--- src/rtl/irq_prio_pkg.sv ---
package irq_prio_pkg;

    localparam int unsigned DEF_MASKED = 24;
    localparam int unsigned DEF_GRP_A  = 14;
    localparam int unsigned N_FIXED    = 3;

    typedef enum logic [1:0] {
        FIX_CHECK = 2'd0,
        FIX_TRACE = 2'd1,
        FIX_MAINT = 2'd2
    } fixed_src_e;

    typedef struct packed {
        logic poll_lo;
        logic poll_hi;
        logic prog_lo;
        logic prog_hi;
    } grp_strobe_t;

    function automatic grp_strobe_t decode_strobes(logic p_set, logic p_grp,
                                                   logic g_wr, logic g_hi);
        grp_strobe_t s;
        s.poll_lo = p_set & ~p_grp;
        s.poll_hi = p_set &  p_grp;
        s.prog_lo = g_wr  & ~g_hi;
        s.prog_hi = g_wr  &  g_hi;
        return s;
    endfunction

endpackage

--- src/rtl/irq_mask_reg.sv ---
module irq_mask_reg #(
    parameter int unsigned W = 24
) (
    input  logic         clk,
    input  logic         rst,
    input  logic         wr_en,
    input  logic [W-1:0] wr_data,
    output logic [W-1:0] mask
);

    // A write clears all bits and then sets the given ones: net effect is a replace.
    always_ff @(posedge clk) begin
        if (rst) begin
            mask <= '1;
        end else if (wr_en) begin
            mask <= wr_data;
        end
    end

endmodule

--- src/rtl/irq_level_bank.sv ---
module irq_level_bank #(
    parameter int unsigned NLVL = 27
) (
    input  logic            clk,
    input  logic            rst,
    input  logic [NLVL-1:0] set_vec,
    input  logic [NLVL-1:0] clr_req_vec,
    input  logic [NLVL-1:0] clr_lvl_vec,
    input  logic            disable_all,
    output logic [NLVL-1:0] lvl_q,
    output logic [NLVL-1:0] req_q
);

    logic [NLVL-1:0] ack_q;

    for (genvar g = 0; g < NLVL; g++) begin : g_lvl
        // Arrival wins over a clear in the same cycle.
        always_ff @(posedge clk) begin
            if (rst) begin
                lvl_q[g] <= 1'b0;
                ack_q[g] <= 1'b0;
                req_q[g] <= 1'b0;
            end else begin
                lvl_q[g] <= (lvl_q[g] & ~clr_lvl_vec[g]) | set_vec[g];
                ack_q[g] <= (ack_q[g] | clr_req_vec[g]) & ~clr_lvl_vec[g];
                if (clr_req_vec[g] || clr_lvl_vec[g]) begin
                    req_q[g] <= 1'b0;
                end else if (lvl_q[g] && !disable_all && !ack_q[g]) begin
                    req_q[g] <= 1'b1;
                end
            end
        end
    end

endmodule

--- src/rtl/irq_prio_pick.sv ---
module irq_prio_pick #(
    parameter int unsigned NLVL  = 27,
    parameter int unsigned IDX_W = 5
) (
    input  logic [NLVL-1:0]  lvl,
    input  logic             disable_all,
    output logic [NLVL-1:0]  act_oh,
    output logic [IDX_W-1:0] act_idx
);

    logic [NLVL-1:0] ok;
    logic [NLVL-1:0] above;

    for (genvar g = 0; g < NLVL; g++) begin : g_chain
        assign ok[g] = lvl[g] & ~disable_all;
        if (g == 0) begin : g_top
            assign above[g] = 1'b0;
        end else begin : g_rest
            assign above[g] = above[g-1] | ok[g-1];
        end
        assign act_oh[g] = ok[g] & ~above[g];
    end

    always_comb begin
        act_idx = '0;
        for (int i = 0; i < NLVL; i++) begin
            if (act_oh[i]) begin
                act_idx = act_idx | IDX_W'(i);
            end
        end
    end

endmodule

--- src/rtl/irq_prio_reg.sv ---
module irq_prio_reg
    import irq_prio_pkg::*;
#(
    parameter  int unsigned MASKED_LVLS = DEF_MASKED,
    parameter  int unsigned GRP_A_LVLS  = DEF_GRP_A,
    localparam int unsigned GRP_B_LVLS  = MASKED_LVLS - GRP_A_LVLS,
    localparam int unsigned BUS_W       = (GRP_A_LVLS > GRP_B_LVLS) ? GRP_A_LVLS : GRP_B_LVLS,
    localparam int unsigned NLVL        = MASKED_LVLS + N_FIXED,
    localparam int unsigned IDX_W       = $clog2(NLVL)
) (
    input  logic                   clk,
    input  logic                   rst,
    input  logic                   poll_set,
    input  logic                   poll_grp,
    input  logic [BUS_W-1:0]       poll_bus,
    input  logic                   mask_wr,
    input  logic [MASKED_LVLS-1:0] mask_data,
    input  logic                   prog_wr,
    input  logic                   prog_hi,
    input  logic [BUS_W-1:0]       prog_data,
    input  logic [N_FIXED-1:0]     sys_req,
    input  logic                   disable_all,
    input  logic                   clr_req,
    input  logic                   clr_lvl,
    input  logic [IDX_W-1:0]       clr_idx,
    output logic                   any_int,
    output logic [NLVL-1:0]        act_onehot,
    output logic [IDX_W-1:0]       act_idx
);

    localparam int unsigned SLOT_CHECK = 0;
    localparam int unsigned SLOT_TRACE = NLVL - 2;
    localparam int unsigned SLOT_MAINT = NLVL - 1;
    localparam int unsigned SLOT_DEV0  = 1;

    logic [MASKED_LVLS-1:0] mask_q;
    logic [NLVL-1:0]        set_vec;
    logic [NLVL-1:0]        clr_req_vec;
    logic [NLVL-1:0]        clr_lvl_vec;
    logic [NLVL-1:0]        lvl_q;
    logic [NLVL-1:0]        req_q;
    logic [NLVL-1:0]        act_oh;
    grp_strobe_t            stb;

    assign stb = decode_strobes(poll_set, poll_grp, prog_wr, prog_hi);

    irq_mask_reg #(.W(MASKED_LVLS)) u_mask (
        .clk     (clk),
        .rst     (rst),
        .wr_en   (mask_wr),
        .wr_data (mask_data),
        .mask    (mask_q)
    );

    // Polled sets pass the mask; program sets bypass it.
    for (genvar a = 0; a < GRP_A_LVLS; a++) begin : g_grp_a
        assign set_vec[SLOT_DEV0 + a] = (stb.poll_lo & poll_bus[a] & ~mask_q[a])
                                      | (stb.prog_lo & prog_data[a]);
    end

    for (genvar b = 0; b < GRP_B_LVLS; b++) begin : g_grp_b
        assign set_vec[SLOT_DEV0 + GRP_A_LVLS + b] =
              (stb.poll_hi & poll_bus[b] & ~mask_q[GRP_A_LVLS + b])
            | (stb.prog_hi & prog_data[b]);
    end

    assign set_vec[SLOT_CHECK] = sys_req[FIX_CHECK];
    assign set_vec[SLOT_TRACE] = sys_req[FIX_TRACE];
    assign set_vec[SLOT_MAINT] = sys_req[FIX_MAINT];

    for (genvar c = 0; c < NLVL; c++) begin : g_clr
        assign clr_req_vec[c] = clr_req & (clr_idx == IDX_W'(c));
        assign clr_lvl_vec[c] = clr_lvl & (clr_idx == IDX_W'(c));
    end

    irq_level_bank #(.NLVL(NLVL)) u_bank (
        .clk         (clk),
        .rst         (rst),
        .set_vec     (set_vec),
        .clr_req_vec (clr_req_vec),
        .clr_lvl_vec (clr_lvl_vec),
        .disable_all (disable_all),
        .lvl_q       (lvl_q),
        .req_q       (req_q)
    );

    irq_prio_pick #(.NLVL(NLVL), .IDX_W(IDX_W)) u_pick (
        .lvl         (lvl_q),
        .disable_all (disable_all),
        .act_oh      (act_oh),
        .act_idx     (act_idx)
    );

    assign act_onehot = act_oh;
    assign any_int    = |(act_oh & req_q);

endmodule

--- config.mk ---
export PLATFORM = sky130hd
export DESIGN_NAME = irq_prio_reg
export DESIGN_NICKNAME = d
export VERILOG_FILES = /design/src/rtl/irq_prio_pkg.sv /design/src/rtl/irq_mask_reg.sv /design/src/rtl/irq_level_bank.sv /design/src/rtl/irq_prio_pick.sv /design/src/rtl/irq_prio_reg.sv
export SDC_FILE = /design/constraint.sdc
export NUM_CORES = 1
export LEC_CHECK = 0
export BUFFER_PORTS_ARGS = -buffer_cell sky130_fd_sc_hd__clkbuf_2
export CAP_MARGIN = 40
export CORE_MARGIN = 4
export CORE_UTILIZATION = 55
export DETAILED_ROUTE_END_ITERATION = 8
export MAX_ROUTING_LAYER = met4
export PLACE_DENSITY = 0.8
export SLEW_MARGIN = 25
export SYNTH_ARGS = -nofsm -noshare
export SYNTH_HDL_FRONTEND = slang
export SYNTH_SLANG_ARGS = --single-unit
--- constraint.sdc ---
create_clock -name clk -period 2.21 [get_ports clk]
set_input_delay 0.221 -clock clk [delete_from_list [all_inputs] [get_ports clk]]
set_output_delay 0.221 -clock clk [all_outputs]
set_load 0.01 [all_outputs]
==> run metrics <==
final hold vios=0; Pint=2.77 mW; vias in the first global route=5198; crit end category=output pin; RSZ-0062 raised after global routing=yes; Flop pwr share=51.0%; CORE AREA=8850 um2; type of origin of the critical path=flip-flop; CTS Sinks=105; cell accounting for the most synthesized area=dfxtp_1; Switching Fraction=31.5%; CTS tree=built; Via density=6.31; die area=10900 um2; hold depth=3; vias=5586; HP Class=input port to flip-flop; worst skew pair latency=0.38 ns; fin worst setup slack=-0.370 ns; Tmin final=2.58 ns; crit path from=u_bank.lvl_q[1]; clk_skew=0.00930 ns; Switch Pwr=1.27 mW; chip height=104 um; CP required=1.99 ns; pwr dens=626 nW/um2; Slew Limit Headroom=44.3%; Setup Viol. Count Final=17; crit path DAT=2.36 ns; post-DP HPWL=13.6 mm; register bit total from synthesis=105; async set-reset flop share out of synthesis=0%; Max Slew Vio Count=0; antenna viol nets, final=0; DRC=0; io pins=103; I/O Buffers=102; Worst Max-Slew Pin Slew=0.836 ns; Synth Warn #=0; layout cell share with drive strength beyond 1=29.0%; routed len/inst=20.3 um; Post-Syn Area=5090 um2; Syn Nets=704; Area growth syn-to-layout=26.7%; Clk pwr share=29.0%; Seq/Total Area, Yosys=41.3%; Syn Area/Cell=8.04 um2; r2r worst-path depth=5; Synth Instances=634; max cap viols=0; grt ovf=0; CTS buffer count=9; crit path kind=flip-flop to output pin; Max Clock Freq=388 MHz; Tcrit/Tclk final=117%; r2r endpoint=u_bank.req_q[0]; top cells by area, synth=dfxtp_1, nor2_1, nand2_1, a21oi_1, nor3b_1; n_diodes=0; hold endpoint=u_bank.lvl_q[25]; Worst VDD drop=0.554 mV; largest net degree at the start of global routing=78; Initial Util=57.6%; critical path peak fanout=4; total wire length=18.0 mm; CTS HTree Levels=3; DRT iter0 DRCs=672; status=finished with violations; CTS root buf=clkbuf_8; Unique masters post-synth=57; top cell type's share of synthesized area=41.3%; total track usage=32.5%; routability cong.=1.02; r2r setup slk=0.94 ns; cts hold-fix bufs=0; first-pass GRT wire length=27.6 mm; post-layout net count=842; initial antenna violation count=0; Comb power frac=20.0%; Rows=34; failing checks=negative setup slack; r2r startpoint=u_bank.lvl_q[0]; worst min-delay path startpoint=sys_req[1]; worst slack, placed=0.0353 ns; P_leak=2.63 nW; Finished Core Util=72.9%; DRT Pass-1 Iters=8; clk slew on worst S/H paths=0.11 ns; chip width=104 um; number of synthesized flops with an enable pin=0; Post-synth top flop=dfxtp_1; Clock Path Buffers=2
area by class of cell:
class                           instances  area, um2
Sequential cell                       105       2120
Multi-Input combinational cell        465       2870
Inverter                               25       93.8
Clock buffer                            9        124
Clock inverter                          7       62.6
Fill cell                             711       2390
Tap cell                              108        135
Timing Repair Buffer                  166       1050
layout by cell type (no fill, tap or decap), types with 6 or more instances in the layout:
| master | count |
|---|---|
| a32oi_1 | 9 |
| clkbuf_8 | 9 |
| nor3b_1 | 32 |
| nor2_1 | 65 |
| nand4_1 | 6 |
| o211ai_1 | 11 |
| a211oi_1 | 11 |
| o22ai_1 | 20 |
| nand2_1 | 71 |
| clkbuf_2 | 85 |
| dfxtp_1 | 94 |
| a222oi_1 | 15 |
| inv_1 | 24 |
| buf_2 | 10 |
| and2_1 | 9 |
| nor3_1 | 23 |
| dfxtp_2 | 9 |
| mux2i_1 | 15 |
| buf_4 | 60 |
| buf_6 | 11 |
| o21ai_0 | 24 |
| nor2b_1 | 27 |
| a21oi_1 | 50 |
what timing repair did:
item	CTS	global route
pin swaps	0	13
setup buffers	1	5
endpoints found under the setup margin	19	20
endpoints found under the hold margin	0	0
resized for setup	20	51
synthesized netlist by cell type (3+ instances only):
cell type,n
a31oi_1,4
or3_1,3
clkbuf_1,28
nor2b_1,27
nand4_1,6
nor3b_1,33
nor2_1,72
or4_1,3
a21oi_1,50
o21ai_0,25
dfxtp_1,105
nand2_1,71
and3_1,7
nor3_1,25
buf_1,4
and2_1,9
mux2i_1,15
a222oi_1,15
nand2b_1,5
inv_1,24
a211oi_1,11
buf_2,3
a32oi_1,9
nor4_1,7
nand3_1,3
o22ai_1,20
o211ai_1,11
cells by family after synthesis:
kind of cell / synth area share (%)
DFF: 41.3
AOI/OAI and AO/OA: 20.6
muxes: 2.95
and+or+nand+nor: 30.0
buffers and inverters: 5.23
worst max-delay path by stage:
stage / slack [ns] / end / cells after the start
after CTS: -0.33 / act_idx[0] / 6
final: -0.37 / act_idx[0] / 7
after global routing: -0.47 / act_idx[0] / 7
after detailed placement: 0.04 / act_idx[0] / 7
after global placement: 0.05 / act_idx[0] / 6
after floorplan: 0.26 / act_idx[1] / 6
per-layer routing:
| layer | track usage (%) | up-vias | routed length [um] |
|---|---|---|---|
| met5 | - | - | 0 |
| met4 | 12.2 | 0 | 665 |
| met3 | 6.70 | 50 | 1910 |
| met2 | 50.8 | 342 | 8290 |
| met1 | 41.8 | 2617 | 7080 |
| li1 | - | 2577 | - |
power groups by stage:
stage	sequential (mW)	combinational, mW	clock [mW]
6_report	2.06	0.810	1.17
4_1_cts	2.05	0.739	1.17
3_5_place_dp	2.09	0.724	0
5_1_grt	2.07	0.870	1.25
3_3_place_gp	2.09	0.710	0
2_1_floorplan	2.07	0.420	0
worst max-delay path, cell delays in order (launching register included):
cell      delay (ns)
dfxtp_4         0.38
nor4_4          0.37
buf_4           0.18
nand4b_1        0.17
or2_4           0.33
o32ai_2         0.26
or4_1           0.16
clkbuf_2        0.13
sequential cells by signal (all words and copies together) (netlist names):
name,count
u_bank.lvl_q,27
u_bank.ack_q,27
u_bank.req_q,27
u_mask.mask,24
metrics by stage:
step	cells	power [mW]	setup TNS, ns	instance area [um2]	hold WS (ns)
2_1_floorplan	634	2.49	0	5090	0.338
4_1_cts	880	3.96	-3.07	6250	0.0511
3_5_place_dp	863	2.82	0	6000	0.442
3_3_place_gp	861	2.80	0	5990	0.428
6_report	885	4.04	-3.78	6450	0.0449
5_1_grt	885	4.19	-5.56	6450	0.0500
No activity file was read; power rests on OpenSTA's default activity.
